[config.mk]
export PLATFORM = sky130hd
export DESIGN_NAME = linkframe_rx
export DESIGN_NICKNAME = d
export VERILOG_FILES = /design/src/rtl/lfr_pkg.sv /design/src/rtl/lfr_bit_sampler.sv /design/src/rtl/lfr_framer.sv /design/src/rtl/lfr_slot_decode.sv /design/src/rtl/linkframe_rx.sv
export SDC_FILE = /design/constraint.sdc
export NUM_CORES = 1
export LEC_CHECK = 0
export ABC_AREA = 0
export BUFFER_PORTS_ARGS = -buffer_cell sky130_fd_sc_hd__buf_2
export CORE_MARGIN = 3
export CORE_UTILIZATION = 38
export CTS_CLUSTER_DIAMETER = 30
export CTS_CLUSTER_SIZE = 12
export DETAILED_ROUTE_END_ITERATION = 10
export GPL_TIMING_DRIVEN = 0
export PLACE_DENSITY = 0.61
export SYNTH_ARGS = -nofsm -noshare
export SYNTH_HDL_FRONTEND = slang
export SYNTH_SLANG_ARGS = --single-unit
[constraint.sdc]
create_clock -name clk_i -period 2.6 [get_ports clk_i]
set_input_delay 0.52 -clock clk_i [delete_from_list [all_inputs] [get_ports clk_i]]
set_output_delay 0.52 -clock clk_i [all_outputs]
set_load 0.1 [all_outputs]
[src/rtl/lfr_pkg.sv]
package lfr_pkg;
   typedef struct packed {
      logic fv;
      logic v1;
      logic v2;
      logic v3;
      logic v4;
   } tag_t;

   localparam int DEF_FRAME_BITS = 256;
   localparam int DEF_TAG_W      = 16;
   localparam int DEF_SLOT_W     = 20;
endpackage

[src/rtl/lfr_bit_sampler.sv]
module lfr_bit_sampler (
   input  logic clk_i,
   input  logic rst_ni,
   input  logic bclk_i,
   input  logic sync_i,
   input  logic sdata_i,
   output logic take_o,
   output logic start_o,
   output logic bit_o
);
   logic bclk_q;
   logic sync_q;

   assign take_o  = bclk_q & ~bclk_i;
   assign start_o = take_o & sync_i & ~sync_q;
   assign bit_o   = sdata_i;

   always_ff @(posedge clk_i or negedge rst_ni) begin
      if (!rst_ni) begin
         bclk_q <= 1'b0;
         sync_q <= 1'b0;
      end else begin
         bclk_q <= bclk_i;
         if (take_o) sync_q <= sync_i;
      end
   end


   start_needs_low_chk: assert property (@(posedge clk_i) disable iff (!rst_ni)
      start_o |=> !start_o);
endmodule

[src/rtl/lfr_framer.sv]
module lfr_framer #(
   parameter int FRAME_BITS = 256,
   parameter int SLOT_W     = 20,
   parameter int CNT_W      = 9
) (
   input  logic              clk_i,
   input  logic              rst_ni,
   input  logic              take_i,
   input  logic              start_i,
   input  logic              bit_i,
   output logic              acc_o,
   output logic [CNT_W-1:0]  pos_o,
   output logic [SLOT_W-1:0] word_o,
   output logic              err_o
);
   localparam logic [CNT_W-1:0] FULL = CNT_W'(FRAME_BITS);

   logic [CNT_W-1:0]  cnt_q;
   logic [SLOT_W-2:0] shift_q;
   logic              locked_q;
   logic              err_q;

   assign acc_o  = take_i & (start_i | (locked_q & (cnt_q < FULL)));
   assign pos_o  = start_i ? '0 : cnt_q;
   assign word_o = {shift_q, bit_i};
   assign err_o  = err_q;

   always_ff @(posedge clk_i or negedge rst_ni) begin
      if (!rst_ni) begin
         cnt_q    <= '0;
         shift_q  <= '0;
         locked_q <= 1'b0;
         err_q    <= 1'b0;
      end else begin
         if (start_i) begin
            locked_q <= 1'b1;
            if (locked_q && cnt_q != FULL) err_q <= 1'b1;
         end
         if (acc_o) begin
            cnt_q   <= pos_o + 1'b1;
            shift_q <= word_o[SLOT_W-2:0];
         end
      end
   end


   err_sticky_chk: assert property (@(posedge clk_i) disable iff (!rst_ni)
      err_q |=> err_q);


   cnt_bound_chk: assert property (@(posedge clk_i) disable iff (!rst_ni)
      cnt_q <= FULL);
endmodule

[src/rtl/lfr_slot_decode.sv]
module lfr_slot_decode #(
   parameter int TAG_W  = 16,
   parameter int SLOT_W = 20,
   parameter int CNT_W  = 9,
   parameter int IDX_W  = 6,
   parameter int DATA_W = 16,
   parameter int PCM_W  = 20
) (
   input  logic              clk_i,
   input  logic              rst_ni,
   input  logic              acc_i,
   input  logic              start_i,
   input  logic [CNT_W-1:0]  pos_i,
   input  logic [SLOT_W-1:0] word_i,
   output logic              rd_o,
   output logic              wr_o,
   output logic [IDX_W-1:0]  idx_o,
   output logic [DATA_W-1:0] wdata_o,
   output logic              l_stb_o,
   output logic [PCM_W-1:0]  l_o,
   output logic              r_stb_o,
   output logic [PCM_W-1:0]  r_o
);
   import lfr_pkg::*;

   localparam logic [CNT_W-1:0] POS_TAG = CNT_W'(TAG_W - 1);
   localparam logic [CNT_W-1:0] POS_S1  = CNT_W'(TAG_W + SLOT_W - 1);
   localparam logic [CNT_W-1:0] POS_S2  = CNT_W'(TAG_W + 2*SLOT_W - 1);
   localparam logic [CNT_W-1:0] POS_S3  = CNT_W'(TAG_W + 3*SLOT_W - 1);
   localparam logic [CNT_W-1:0] POS_S4  = CNT_W'(TAG_W + 4*SLOT_W - 1);

   tag_t             tag_q;
   logic             rw_q;
   logic [IDX_W-1:0] cidx_q;
   logic [PCM_W-1:0] pcm_w;

   if (PCM_W == SLOT_W) begin : g_pcm_full
      assign pcm_w = word_i;
   end else begin : g_pcm_trunc
      assign pcm_w = word_i[SLOT_W-1 -: PCM_W];
   end

   always_ff @(posedge clk_i or negedge rst_ni) begin
      if (!rst_ni) begin
         tag_q   <= '0;
         rw_q    <= 1'b0;
         cidx_q  <= '0;
         rd_o    <= 1'b0;
         wr_o    <= 1'b0;
         idx_o   <= '0;
         wdata_o <= '0;
         l_stb_o <= 1'b0;
         l_o     <= '0;
         r_stb_o <= 1'b0;
         r_o     <= '0;
      end else begin
         rd_o    <= 1'b0;
         wr_o    <= 1'b0;
         l_stb_o <= 1'b0;
         r_stb_o <= 1'b0;
         if (start_i) tag_q <= '0;
         if (acc_i) begin
            if (pos_i == POS_TAG) tag_q <= tag_t'(word_i[TAG_W-1 -: 5]);
            if (pos_i == POS_S1) begin
               rw_q   <= word_i[SLOT_W-1];
               cidx_q <= word_i[SLOT_W-2 -: IDX_W];
            end
            if (pos_i == POS_S2 && tag_q.fv && tag_q.v1) begin
               if (rw_q) begin
                  rd_o  <= 1'b1;
                  idx_o <= cidx_q;
               end else if (tag_q.v2) begin
                  wr_o    <= 1'b1;
                  idx_o   <= cidx_q;
                  wdata_o <= word_i[SLOT_W-1 -: DATA_W];
               end
            end
            if (pos_i == POS_S3 && tag_q.fv && tag_q.v3) begin
               l_stb_o <= 1'b1;
               l_o     <= pcm_w;
            end
            if (pos_i == POS_S4 && tag_q.fv && tag_q.v4) begin
               r_stb_o <= 1'b1;
               r_o     <= pcm_w;
            end
         end
      end
   end


   rd_wr_excl_chk: assert property (@(posedge clk_i) disable iff (!rst_ni)
      !(rd_o && wr_o));


   l_pulse_chk: assert property (@(posedge clk_i) disable iff (!rst_ni)
      l_stb_o |=> !l_stb_o);


   r_pulse_chk: assert property (@(posedge clk_i) disable iff (!rst_ni)
      r_stb_o |=> !r_stb_o);


   l_hold_chk: assert property (@(posedge clk_i) disable iff (!rst_ni)
      !l_stb_o |-> $stable(l_o));


   ev_needs_fv_chk: assert property (@(posedge clk_i) disable iff (!rst_ni)
      (rd_o || wr_o || l_stb_o || r_stb_o) |-> tag_q.fv);
endmodule

[src/rtl/linkframe_rx.sv]
module linkframe_rx #(
   parameter int FRAME_BITS = lfr_pkg::DEF_FRAME_BITS,
   parameter int TAG_W      = lfr_pkg::DEF_TAG_W,
   parameter int SLOT_W     = lfr_pkg::DEF_SLOT_W,
   parameter int IDX_W      = 6,
   parameter int DATA_W     = 16,
   parameter int PCM_W      = 20
) (
   input  logic              clk_i,
   input  logic              rst_ni,
   input  logic              bclk_i,
   input  logic              sync_i,
   input  logic              sdata_i,
   output logic              reg_rd_o,
   output logic              reg_wr_o,
   output logic [IDX_W-1:0]  reg_idx_o,
   output logic [DATA_W-1:0] reg_wdata_o,
   output logic              pcm_l_stb_o,
   output logic [PCM_W-1:0]  pcm_l_o,
   output logic              pcm_r_stb_o,
   output logic [PCM_W-1:0]  pcm_r_o,
   output logic              frame_err_o
);
   localparam int CNT_W = $clog2(FRAME_BITS + 1);

   if (FRAME_BITS < TAG_W + 4*SLOT_W) begin : g_bad_frame
      $error("frame too short for tag and four slots");
   end
   if (SLOT_W < TAG_W || TAG_W < 5) begin : g_bad_tag
      $error("tag width must be 5..SLOT_W");
   end
   if (PCM_W > SLOT_W || DATA_W > SLOT_W || IDX_W > SLOT_W - 2) begin : g_bad_field
      $error("field wider than its slot");
   end

   logic              take, start, sbit, acc;
   logic [CNT_W-1:0]  pos;
   logic [SLOT_W-1:0] word;

   lfr_bit_sampler u_sampler (
      .clk_i   (clk_i),
      .rst_ni  (rst_ni),
      .bclk_i  (bclk_i),
      .sync_i  (sync_i),
      .sdata_i (sdata_i),
      .take_o  (take),
      .start_o (start),
      .bit_o   (sbit)
   );

   lfr_framer #(
      .FRAME_BITS (FRAME_BITS),
      .SLOT_W     (SLOT_W),
      .CNT_W      (CNT_W)
   ) u_framer (
      .clk_i   (clk_i),
      .rst_ni  (rst_ni),
      .take_i  (take),
      .start_i (start),
      .bit_i   (sbit),
      .acc_o   (acc),
      .pos_o   (pos),
      .word_o  (word),
      .err_o   (frame_err_o)
   );

   lfr_slot_decode #(
      .TAG_W  (TAG_W),
      .SLOT_W (SLOT_W),
      .CNT_W  (CNT_W),
      .IDX_W  (IDX_W),
      .DATA_W (DATA_W),
      .PCM_W  (PCM_W)
   ) u_decode (
      .clk_i   (clk_i),
      .rst_ni  (rst_ni),
      .acc_i   (acc),
      .start_i (start),
      .pos_i   (pos),
      .word_i  (word),
      .rd_o    (reg_rd_o),
      .wr_o    (reg_wr_o),
      .idx_o   (reg_idx_o),
      .wdata_o (reg_wdata_o),
      .l_stb_o (pcm_l_stb_o),
      .l_o     (pcm_l_o),
      .r_stb_o (pcm_r_stb_o),
      .r_o     (pcm_r_o)
   );
endmodule

==> results of run 1 <==
[cells in the mapped netlist, types with 2 or more instances]
cell,n,area [um^2]
clkbuf_1,7,26.3
and2_1,2,12.5
o21ai_0,9,45.0
nor4_1,5,31.3
nand2_1,76,285
a21oi_1,6,30.0
mux2_4,10,150
xnor2_1,3,26.3
nand2b_1,2,12.5
nand4_1,3,18.8
buf_4,2,15.0
nor3_1,4,20.0
nand4bb_1,2,22.5
nand3_1,4,20.0
nor2_1,7,26.3
mux2_2,60,676
buf_2,3,15.0
nor4_4,3,63.8
dfrtp_1,110,2750
[metrics by stage]
step	instance area [um^2]	TNS (ns)	hold WS [ns]
3_5_place_dp	5050	-15.81	0.466
3_3_place_gp	5020	-38.74	0.470
5_1_grt	5410	-0.000257	0.209
6_report	5410	0	0.170
4_1_cts	5380	0	0.184
2_1_floorplan	4490	0	0.224
[sequential cells by signal, summed over array words and instances (netlist names), 5 cells and up]
name / count
u_decode.idx_o: 6
u_decode.cidx_q: 6
u_decode.wdata_o: 16
u_decode.tag_q: 5
u_decode.l_o: 20
u_framer.cnt_q: 9
u_decode.r_o: 20
u_framer.shift_q: 19
[repair_timing]
action / 4_1_cts / 5_1_grt
buffers inserted: 4 / 2
gates cloned: 0 / 1
setup endpoints to repair: 41 / 39
pin swaps: 2 / 3
resized for setup: 1 / 2
[worst paths after layout]
check | depth (start not counted) | to | slack, ns
hold / removal | 1 | u_decode.wdata_o[6] | 0.17
setup reg to reg | 9 | u_decode.r_o[17] | 0.12
hold reg to reg | 1 | u_framer.err_o | 0.48
setup / recovery | 9 | u_decode.r_o[17] | 0.12
min in group clk_i | 1 | u_sampler.bclk_q | 0.33
max in group asynchronous | 2 | u_framer.cnt_q[3] | 1.71
[cell families after synthesis]
family                     synth area share (%)
AOI/OAI and AO/OA                          2.47
DFF                                        61.9
adders and majority gates                 0.281
buffers and inverters                      2.05
muxes                                      18.8
xor gates and xnor gates                  0.591
and+or+nand+nor                            13.9
[power by group through the flow]
stage	clock [uW]	combinational, uW	sequential, uW
CTS	1430	352	1930
detailed placement	0	346	1960
finish	1380	351	1930
global route	1490	404	1940
global placement	0	330	1960
floorplan	0	234	1930
[layer usage]
| layer | global-route usage (%) | vias to the layer above |
|---|---|---|
| li1 | - | 1349 |
| met1 | 20.2 | 1442 |
| met2 | 22.5 | 68 |
| met3 | 3.44 | 15 |
| met4 | 5.46 | 0 |
| met5 | 0 | - |
[cell type report]
| class | instances | area, um^2 | area share, % |
|---|---|---|---|
| sequential | 110 | 2750 | 50.9 |
| multi-input combinational | 215 | 1650 | 30.4 |
| timing repair buffer | 79 | 435 | 8.05 |
| clock buffer | 10 | 239 | 4.42 |
| tap | 140 | 175 | 3.24 |
| buffer | 14 | 91.3 | 1.69 |
| clock inverter | 5 | 67.6 | 1.25 |
| inverter | 1 | 3.75 | 0.0694 |
==> summary.txt, run 1 <==
Critical path
  – CP top delay family: simple AND/OR/NAND/NOR gates
  – CP bufs+invs: 2
  – Data arrival time of the worst path: 2.71 ns
  – CP startpoint kind: flop
  – Critical Path Fanout Max: 6
  – Crit-path cells: nand4bb_4, and2_1, ha_4, nand3_2, or3_4, nor4_4, buf_4, buf_2, mux2_2
  – Crit. Startpoint: u_sampler.sync_q
  – Crit-path slowest cell: or3_4
  – Critical Path RT: 2.83 ns
  – Crit. End Element: flop
  – Critical path class: flop to flop
  – Worst flop-to-flop path startpoint: u_sampler.sync_q
  – Crit-path max cell delay: 0.38 ns

Synth
  – Post-Syn Area: 4450 um^2
  – #FFs+latches synth: 110
  – Sequential element share of the synthesized area: 61.9%
  – Synth cell types: 42
  – Syn_nets: 347
  – Ys async rst share: 100%
  – Synth warnings: 0
  – Synth Instances: about 340
  – Post-synth EDFFs: 0
  – Post-Syn Area per Cell: 13.0 um^2
  – Ys flop type: dfrtp_1

Floorplan
  – Die ar.: between 10000 and 15000 um^2
  – Core area: 11100 um^2
  – Die Span X: 114 um
  – Num ports: between 70 and 80
  – # rows: 38
  – Starting Density: 40.0%
  – Die Span Y: ~110 um

STA
  – Final Setup Violations: 0
  – Max_slew headroom: 43.9%
  – Number of failing hold endpoints at the final stage: 0
  – Tcrit/Tclk final: 95.5%
  – Slew Limit Fails: 0
  – Highest clock rate: 403 MHz
  – Worst-margin pin slew: 0.834 ns
  – Final period demand of the worst path: 2.48 ns
  – Setup Skew: 0.00747 ns
  – Final worst-path setup slack: 0.118 ns

Power
  – Power Density: 677 nW/um^2
  – Combinational power share: a little under a tenth
  – Lkg Pwr: 0.00286 uW
  – Clock Power Share: between 30% and 40%
  – Sw frac: between 20% and 30%
  – VDD IR max: 0.000406 V
  – Total Power: 3660 uW
  – Flop pwr share: 52.6%
  – Switching pwr: 942 uW
  – P_int: between 2000 and 3000 uW

Finish
  – Fillers: 1034
  – Cell Count, Final, Fillers Out: 574
  – Layout cells sized above 1: between 40% and 50%
  – # nets final: 436
  – Most frequent cells in the layout: dfrtp_1, nand2_1, buf_2
  – Commonest non-fill, non-tap cell in the layout: dfrtp_1
  – Synth-to-layout area growth: 21.6%
  – Number of diodes: 0
  – Final Util: 48.6%

GRT
  – Pin count of the biggest net entering global routing: slightly below 70
  – Total GRT Usage: between 10 and 15%
  – First-pass GRT wire length: 15100 um
  – GR Overflow Total: 0
  – Vias in the first global route: 2895
  – Initial antenna violation count: 0

Clock tree
  – CTS tree: done
  – CTS sink cnt: 110
  – Clock Path Buffers: 2
  – Htree depth: 3
  – Clk_lat worst skew: 0.34 ns
  – Clock tree root driver cell: clkbuf_16
  – Clock slew at reported path FFs: 0.07 ns
  – Number of CTS-inserted buffers: 9
  – Cts hold-fix bufs: 0

Routing
  – Via Count: 2874
  – Vias/cell: 5.01
  – Metal3 WL: 436 um
  – Initial DRC Count: 126
  – Met2 WL: roughly 4300 um
  – WL per Instance: 15.8 um
  – Final ANT Viol Nets: 0
  – Top Metal Used: met4
  – DRC viols: 0
  – DRT Wirelength: just over 9000 um
  – M1 WL: 4190 um
  – Pre-Repair DR Iteration Count: 4

Placed design
  – Placed Cells: 553
  – Gpl congestion: 0.825
  – DP HPWL: 6220 um
  – Post-place setup slack: -0.449 ns
  – IO Port Bufs: 71

Worst hold path
  – Hold Crit Class: input pin to asynchronous set/reset pin

Run status
  – Status: finished clean

Flow run
  – Number of max-cap violations: 0
Note: power is estimated with default switching activity, not from simulation.
==> run 2: changes to the inputs <==
--- a/config.mk
+++ b/config.mk
@@ -6,7 +6,7 @@
 export NUM_CORES = 1
 export LEC_CHECK = 0
 export ABC_AREA = 0
-export BUFFER_PORTS_ARGS = -buffer_cell sky130_fd_sc_hd__buf_2
+export BUFFER_PORTS_ARGS = -buffer_cell sky130_fd_sc_hd__clkbuf_2
 export CORE_MARGIN = 3
 export CORE_UTILIZATION = 38
 export CTS_CLUSTER_DIAMETER = 30
==> run 2 against run 1 <==
Effect of this change: sequential power about the same; first-iteration DRC count down 7.9%; total power down 1.2%; flip-flop and latch count unchanged; fmax up 2.2%; non-clock buffer count unchanged; highest routed layer unchanged.
==> summary.txt, run 2 (synthesized netlist as in run 1, its figures left out) <==
Clock tree
  – Clock Path Buffers: 2 (unchanged)
  – Clk_lat worst skew: 0.35 ns (was 0.34 ns)
  – Cts hold-fix bufs: 0 (unchanged)
  – Htree depth: 3 (unchanged)
  – Clock slew at reported path FFs: 0.07 ns (about the same)
  – Number of CTS-inserted buffers: 9 (unchanged)
  – Clock tree root driver cell: clkbuf_16 (unchanged)
  – CTS tree: done (unchanged)
  – CTS sink cnt: 110 (unchanged)

Critical path
  – Crit. End Element: flop (unchanged)
  – Crit-path max cell delay: 0.50 ns (was 0.38 ns)
  – Crit-path slowest cell: a2111o_1 (was or3_4)
  – Critical path class: flop to flop (unchanged)
  – Data arrival time of the worst path: 2.66 ns (was 2.71 ns)
  – Critical Path Fanout Max: 6 (unchanged)
  – Critical Path RT: 2.83 ns (about the same)
  – CP top delay family: simple AND/OR/NAND/NOR gates (unchanged)
  – CP startpoint kind: flop (unchanged)
  – CP bufs+invs: 1 (was 2)
  – Crit-path cells: nand4bb_4, and2_1, ha_4, nand3_1, a2111o_1, nor4_4, buf_4, mux2_2 (was nand4bb_4, and2_1, ha_4, nand3_2, or3_4, nor4_4, buf_4, buf_2, mux2_2)

STA
  – Worst-margin pin slew: 0.843 ns (was 0.834 ns)
  – Tcrit/Tclk final: 93.4% (was 95.5%)
  – Slew Limit Fails: 0 (unchanged)
  – Number of failing hold endpoints at the final stage: 0 (unchanged)
  – Setup Skew: 0.00720 ns (was 0.00747 ns)
  – Setup TNS: 0 ns (unchanged)
  – Final period demand of the worst path: 2.43 ns (was 2.48 ns)
  – Max_slew headroom: 43.3% (was 43.9%)
  – Final Setup Violations: 0 (unchanged)
  – Unrepaired setup endpoints after global routing: false
  – Highest clock rate: 412 MHz (was 403 MHz)

Worst hold path
  – Hold Crit Class: input pin to asynchronous set/reset pin (unchanged)

GRT
  – Pin count of the biggest net entering global routing: 111 (was 69)
  – Vias in the first global route: 2939 (was 2895)
  – First-pass GRT wire length: 15600 um (was 15100 um)
  – Total GRT Usage: 15.2% (was 14.6%)
  – GR Overflow Total: 0 (unchanged)
  – Initial antenna violation count: 0 (unchanged)

Power
  – P_int: 2610 uW (was 2720 uW)
  – Sw frac: 27.8% (was 25.7%)
  – Combinational power share: 9.5% (was 9.6%)
  – VDD IR max: 0.000360 V (was 0.000406 V)
  – Clock Power Share: 37.3% (was 37.8%)
  – Switching pwr: 1010 uW (was 942 uW)
  – Flop pwr share: 53.2% (was 52.6%)
  – Lkg Pwr: 0.00278 uW (was 0.00286 uW)
  – Power Density: 673 nW/um^2 (was 677 nW/um^2)

Flow run
  – Number of max-cap violations: 0 (unchanged)

Finish
  – Commonest non-fill, non-tap cell in the layout: dfrtp_1 (unchanged)
  – Cell Count, Final, Fillers Out: 575 (was 574)
  – Synth-to-layout area growth: 20.9% (was 21.6%)
  – Layout cells sized above 1: 42.8% (was 42.9%)
  – # nets final: 436 (unchanged)
  – Number of diodes: 0 (unchanged)
  – Most frequent cells in the layout: dfrtp_1, nand2_1, clkbuf_2 (was dfrtp_1, nand2_1, buf_2)
  – Biggest regs: u_decode.l_o x20, u_decode.r_o x20, u_framer.shift_q x19 (unchanged)

Routing
  – WL per Instance: 15.8 um (about the same)
  – Initial DRC Count: 116 (was 126)
  – Vias/cell: 5.02 (was 5.01)
  – Final ANT Viol Nets: 0 (unchanged)
  – DRC viols: 0 (unchanged)
  – Via Count: 2889 (was 2874)
  – DRT Wirelength: 9090 um (about the same)
  – Pre-Repair DR Iteration Count: 4 (unchanged)

Floorplan
  – Die ar.: 13000 um^2 (unchanged)
  – Core area: 11100 um^2 (unchanged)
  – # rows: 38 (unchanged)
  – Die Span X: 114 um (unchanged)
  – Die Span Y: 114 um (unchanged)
  – Num ports: 72 (unchanged)
  – Starting Density: 40.0% (unchanged)

Placed design
  – Gpl congestion: 0.825 (about the same)
  – IO Port Bufs: 71 (unchanged)
  – Placed Cells: 552 (was 553)
  – DP HPWL: 6010 um (was 6220 um)

Run status
  – Status: finished clean (unchanged)
[run 2: worst paths after layout]
path,startpoint,slack (ns),cells past startpoint,to
min in group clk_i,bclk_i,0.31,1,u_sampler.bclk_q
max,u_sampler.bclk_q,0.17,8,u_decode.wdata_o[10]
max reg2reg,u_sampler.bclk_q,0.17,8,u_decode.wdata_o[10]
max in group asynchronous,rst_ni,1.75,1,u_framer.cnt_q[5]
min,rst_ni,0.29,1,u_decode.l_o[15]
min reg2reg,u_framer.err_o,0.49,1,u_framer.err_o
[run 2: power groups by stage]
stage	logic (uW)	clock network (uW)	registers, uW
2_1_floorplan	234	0	1930
3_3_place_gp	329	0	1960
3_5_place_dp	339	0	1960
4_1_cts	344	1380	1930
5_1_grt	390	1460	1950
6_report	343	1350	1930
[run 2: metal layers]
| metal | vias to the layer above | global-route usage [%] | wire (um) | part of all wire, % |
|---|---|---|---|---|
| met4 | 0 | 4.59 | 125 | 1.4 |
| met3 | 13 | 4.12 | 397 | 4.4 |
| met1 | 1462 | 21.9 | 4380 | 48 |
| met2 | 55 | 22.4 | 4190 | 46 |
| met5 | - | 0 | 0 | 0 |
| li1 | 1359 | - | - | - |
[run 2: per-stage QoR]
| step | hold slack (ns) | instance area, um^2 | total power (uW) | worst slack (ns) | util, % |
|---|---|---|---|---|---|
| after floorplan | 0.224 | 4490 | 2170 | 0.0167 | - |
| after global placement | 0.475 | 5020 | 2290 | -0.480 | 45.2 |
| after detailed placement | 0.474 | 5030 | 2300 | -0.454 | 45.2 |
| after CTS | 0.303 | 5360 | 3650 | 0.0445 | 48.2 |
| after global routing | 0.311 | 5380 | 3790 | 0.00843 | 48.4 |
| final | 0.286 | 5380 | 3620 | 0.172 | 48.4 |
[run 2: repair_timing]
action	4_1_cts	5_1_grt
pin swaps	2	2
resized for setup	1	1
cloned	0	0
buffers inserted	6	2
setup endpoints to repair	41	41
[run 2: layout make-up]
class,instances,area [um^2]
multi-input cells,215,1640
plain buffers,14,91.3
well taps,140,175
flip-flops and latches,110,2750
inverters,1,3.75
repair buffers,79,424
clock inverters,7,66.3
fillers,1013,5750
clock buffers,9,225
